==> config.mk <==
export PLATFORM = sky130hd
export DESIGN_NAME = nrm_count_unit
export DESIGN_NICKNAME = d
export VERILOG_FILES = /design/src/rtl/nrm_pkg.sv /design/src/rtl/nrm_lzc.sv /design/src/rtl/nrm_count_core.sv /design/src/rtl/nrm_count_unit.sv
export SDC_FILE = /design/constraint.sdc
export NUM_CORES = 1
export LEC_CHECK = 0
export BUFFER_PORTS_ARGS = -buffer_cell sky130_fd_sc_hd__buf_2
export CAP_MARGIN = 20
export CELL_PAD_IN_SITES_DETAIL_PLACEMENT = 0
export CELL_PAD_IN_SITES_GLOBAL_PLACEMENT = 1
export CORE_ASPECT_RATIO = 0.75
export CORE_UTILIZATION = 42
export CTS_BUF_LIST = sky130_fd_sc_hd__clkbuf_8
export CTS_CLUSTER_SIZE = 20
export DETAILED_ROUTE_END_ITERATION = 10
export PLACE_DENSITY_LB_ADDON = 0.1
export SYNTH_ARGS = -nofsm -noshare
export SYNTH_HDL_FRONTEND = slang
export SYNTH_SLANG_ARGS = --single-unit
==> constraint.sdc <==
create_clock -name clk -period 8.9 [get_ports clk]
set_input_delay 1.78 -clock clk [delete_from_list [all_inputs] [get_ports clk]]
set_output_delay 1.78 -clock clk [all_outputs]
set_load 0.01 [all_outputs]
==> src/rtl/nrm_pkg.sv <==
package nrm_pkg;
    localparam int DATA_W = 32;
    localparam int HALF_W = DATA_W / 2;
    localparam int CNT_W  = $clog2(DATA_W + 1);

    typedef enum logic [1:0] {
        SZ_BYTE     = 2'b00,
        SZ_WORD     = 2'b01,
        SZ_LONG     = 2'b10,
        SZ_LONG_ALT = 2'b11
    } size_e;

    typedef struct packed {
        logic [HALF_W-1:0] sgn;
        logic [HALF_W-1:0] uns;
    } nrm_result_t;

    function automatic logic [CNT_W-1:0] field_width(size_e sz);
        case (sz)
            SZ_BYTE: field_width = CNT_W'(8);
            SZ_WORD: field_width = CNT_W'(16);
            default: field_width = CNT_W'(DATA_W);
        endcase
    endfunction
endpackage

==> src/rtl/nrm_lzc.sv <==
module nrm_lzc #(
    parameter int WIDTH = 32,
    localparam int CW = $clog2(WIDTH + 1)
) (
    input  logic [WIDTH-1:0] vec,
    output logic [CW-1:0]    count
);
    logic found;

    always_comb begin
        count = CW'(WIDTH);
        found = 1'b0;
        for (int i = WIDTH - 1; i >= 0; i--) begin
            if (!found && vec[i]) begin
                count = CW'(WIDTH - 1 - i);
                found = 1'b1;
            end
        end
    end
endmodule

==> src/rtl/nrm_count_core.sv <==
module nrm_count_core
    import nrm_pkg::*;
(
    input  logic [DATA_W-1:0] operand,
    input  size_e             size,
    output nrm_result_t       res,
    output logic              is_zero
);
    logic [CNT_W-1:0]  width;
    logic [DATA_W-1:0] aligned;
    logic [DATA_W-1:0] sign_diff;
    logic [CNT_W-1:0]  lz_raw;
    logic [CNT_W-1:0]  ls_raw;
    logic [CNT_W-1:0]  lz_cnt;
    logic [CNT_W-1:0]  ls_cnt;

    // Left-justify the field so both counts start at bit DATA_W-1.
    always_comb begin
        width     = field_width(size);
        aligned   = operand << (CNT_W'(DATA_W) - width);
        sign_diff = aligned ^ {DATA_W{aligned[DATA_W-1]}};
        is_zero   = (aligned == '0);
    end

    nrm_lzc #(.WIDTH(DATA_W)) u_lz_zero (.vec(aligned),   .count(lz_raw));
    nrm_lzc #(.WIDTH(DATA_W)) u_lz_sign (.vec(sign_diff), .count(ls_raw));

    // Padding below the field may extend a run; clamp to the field width.
    always_comb begin
        lz_cnt  = (lz_raw > width) ? width : lz_raw;
        ls_cnt  = (ls_raw > width) ? width : ls_raw;
        res.uns = HALF_W'(lz_cnt);
        res.sgn = HALF_W'(ls_cnt - CNT_W'(1));
    end

    always_comb begin
        a_r1_count_bound: assert (lz_cnt <= width);
    end
endmodule

==> src/rtl/nrm_count_unit.sv <==
module nrm_count_unit
    import nrm_pkg::*;
#(
    parameter bit REGISTERED = 1'b1
) (
    input  logic              clk,
    input  logic              rst,
    input  logic              in_valid,
    input  logic [1:0]        in_size,
    input  logic [DATA_W-1:0] in_operand,
    output logic              out_valid,
    output logic [DATA_W-1:0] out_result,
    output logic              out_zero
);
    nrm_result_t core_res;
    logic        core_zero;

    nrm_count_core u_core (
        .operand (in_operand),
        .size    (size_e'(in_size)),
        .res     (core_res),
        .is_zero (core_zero)
    );

    generate
        if (REGISTERED) begin : g_reg
            nrm_result_t res_q;
            logic        zero_q;
            logic        valid_q;

            always_ff @(posedge clk) begin
                if (rst) begin
                    res_q   <= '0;
                    zero_q  <= 1'b0;
                    valid_q <= 1'b0;
                end else begin
                    valid_q <= in_valid;
                    if (in_valid) begin
                        res_q  <= core_res;
                        zero_q <= core_zero;
                    end
                end
            end

            assign out_valid  = valid_q;
            assign out_result = res_q;
            assign out_zero   = zero_q;

            a_r7_latency: assert property (@(posedge clk)
                disable iff (rst) out_valid == ($past(in_valid) && !$past(rst)));
            a_r8_hold: assert property (@(posedge clk)
                disable iff (rst) (!$past(in_valid) && !$past(rst)) |->
                    ($stable(out_result) && $stable(out_zero)));
            a_r2_nonneg_rel: assert property (@(posedge clk)
                disable iff (rst) (out_valid && out_result[15:0] != 16'd0) |->
                    (out_result[31:16] == out_result[15:0] - 16'd1));
            a_r3_sign_bound: assert property (@(posedge clk)
                disable iff (rst) out_valid |-> (out_result[31:16] <= 16'(DATA_W - 1)));
            a_r6_zero_full: assert property (@(posedge clk)
                disable iff (rst) (out_valid && out_zero) |->
                    (out_result[15:0] inside {16'd8, 16'd16, 16'(DATA_W)}));
        end else begin : g_comb
            assign out_valid  = in_valid;
            assign out_result = core_res;
            assign out_zero   = core_zero;
        end
    endgenerate
endmodule

==> out/metrics.csv <==
metric,value,unit
net switching power,0.000210,W
Clock Skew,0,ns
clock buffer depth,2,
RSZ-0062 raised after global routing,no,
# diodes,0,
worst path required time,9.07,ns
Yosys top cell by area,dfxtp_1,
Startpoint Class,input pin,
Hold Buf Count CTS,0,
Max Fclk,131,MHz
cell row count,28,
Die Height,82.1,um
RD Place Congestion,0.978,
DR pass1 iterations,5,
P_leak,1.52,nW
PwrDens,107,nW/um^2
Die X-Extent,109,um
register area share after synthesis,8.35,%
P&R area growth vs syn,9.36,%
synthesized cell area,3600,um^2
Final Net Count,588,
post-cts sizing count,0,
number of synthesized flops with an enable pin,0,
CTS root buf,clkbuf_8,
Final min period,7.63,ns
"Remaining Overflow, GRT",0,
pin count of the biggest net entering global routing,42,
number of global-route vias before repair,3665,
WL per Instance,20.8,um
share of cells above drive strength 1,20.7,%
worst min path class,reg -> reg,
metal2 WL,5.47,mm
top sig layer,met4,
power share of the combinational group,68.7,%
Synth Flop Type,dfxtp_1,
CTS Buf Count,3,
vias per std cell,6.54,
worst endpoint data arrival time,7.80,ns
hpwl dp,10.4,mm
global-route wire length before repair,20.6,mm
Final period util,85.8,%
ys async rst share,0,%
Clock Power Share,13.2,%
Int Power,0.000212,W
routed wl met3,1.42,mm
# DRC,0,
met1 wire length,6.48,mm
measured slew at the worst slew-check pin,0.854,ns
Initial Util,44.4,%
remaining antenna violation count,0,
Die Footprint,8940,um^2
H-tree lvl count,1,
Synth Instances,506,
Mapped Avg Cell Area,7.11,um^2
sw frac,49.8,%
sequential fraction of design power,18.1,%
most frequent cells in the layout,"buf_2, nor2_1, a21oi_1, nand2_1, o21ai_0",
GRT Resource Usage Total,30.4,%
# clock sinks,15,
antenna violations before repair,0,
clk_lat worst skew,0.25,ns
Yosys warning count,0,
CTS tree,built,
peak supply drop,0.0766,mV
"most common cell after layout, fill and taps aside",buf_2,
status,"complete, no violations",
# IOs,71,
Crit Path Max Fanout,38,
Clock transition at path regs,0.07,ns
type of destination of the critical path,flop,
Rel. slew slack,42.3,%
synth top area cells,"dfxtp_1, a21oi_1, mux2i_1",
Final Slew Violations,0,
postcts setup bufs,0,
final WL,13.4,mm
core area,8090,um^2
post-synth top area share,8.35,%
Setup TNS Final,0,ns
"flops & latches, synth",15,
count of input and output buffers,60,
Unique masters post-synth,88,
CP Class,in -> reg,
Final setup viols,0,
hold slack,0.465,ns
max cap viols,0,
Final Hold Fails,0,
Starting DRT DRC Count,494,
Via Count,4226,
[sequential cells by signal (all words and copies together) (netlist names)]
| signal | count |
|---|---|
| out_valid | 1 |
| out_result | 13 |
| out_zero | 1 |
[stage by stage]
step	instances	area (um^2)	total power, W	util, %	worst slack [ns]
after floorplan	515	3630	0.000285	-	1.30
after global placement	642	3890	0.000360	48.0	1.39
after detailed placement	642	3890	0.000360	48.0	1.15
after CTS	646	3930	0.000418	48.6	1.40
after global routing	646	3930	0.000453	48.6	0.908
final	646	3930	0.000422	48.6	1.27
[worst max-delay path: stages]
cell      delay [ns]
buf_2           0.17
buf_4           0.28
nand2_1         0.11
ha_1            0.66
buf_12          0.28
mux2_1          0.36
a21oi_1         0.34
nand3_1         0.24
a221oi_4        0.43
nand4_1         0.27
or2_1           0.32
nor4_1          0.41
ha_1            0.32
a21o_1          0.24
o31ai_2         0.48
o22ai_1         0.20
ha_1            0.29
or3_1           0.38
a311oi_1        0.24
[synthesized netlist by cell type, types with 6 or more instances]
cell type	count
a211oi_1	14
a21o_1	10
a21oi_1	35
a31oi_1	6
buf_2	11
buf_4	21
clkbuf_1	16
dfxtp_1	15
ha_1	9
inv_1	9
mux2i_1	16
nand2_1	32
nand2b_1	11
nand3_1	13
nand4_1	12
nor2_1	42
nor3_1	19
nor4_1	7
o21a_1	9
o21ai_0	29
o21ai_1	6
o22ai_1	8
[final cells by class]
class	instances	area (um^2)
fillers	853	4160
multi-input cells	434	2980
repair buffers	75	425
flip-flops and latches	15	300
well taps	105	131
inverters	13	51.3
clock buffers	3	41.3
clock inverters	1	3.75
[kinds of logic after synthesis]
group           Yosys count  share of synthesized area, %
fa+ha+maj                 9                          3.13
flops                    15                          8.35
compound gates          180                          35.1
buf+inv                  66                          9.74
mux                      27                          9.46
simple gates            199                          31.9
other cells               1                         0.104
xor+xnor                  9                          2.19
[layer usage]
metal	track usage (%)	vias up
met3	6.04	12
met5	0	-
met1	46.0	1966
met2	45.9	233
met4	1.89	0
li1	-	2015
[worst paths after layout]
path / startpoint / endpoint / slack [ns] / cells past startpoint
min: out_result[0] / out_result[0] / 0.46 / 2
max: in_size[0] / out_result[18] / 1.27 / 19
min reg2reg: out_result[0] / out_result[0] / 0.46 / 2
max reg2reg: out_result[30] / out_result[30] / 8.04 / 2
[power groups by stage]
| stage | Sequential [W] | Combinational, W | Clock (W) |
|---|---|---|---|
| final | 0.0000764 | 0.000290 | 0.0000559 |
| after global routing | 0.0000774 | 0.000314 | 0.0000614 |
| after CTS | 0.0000765 | 0.000283 | 0.0000585 |
| after detailed placement | 0.0000780 | 0.000282 | 0 |
| after global placement | 0.0000777 | 0.000283 | 0 |
| after floorplan | 0.0000812 | 0.000204 | 0 |
Power figures use the tool's default switching activity.
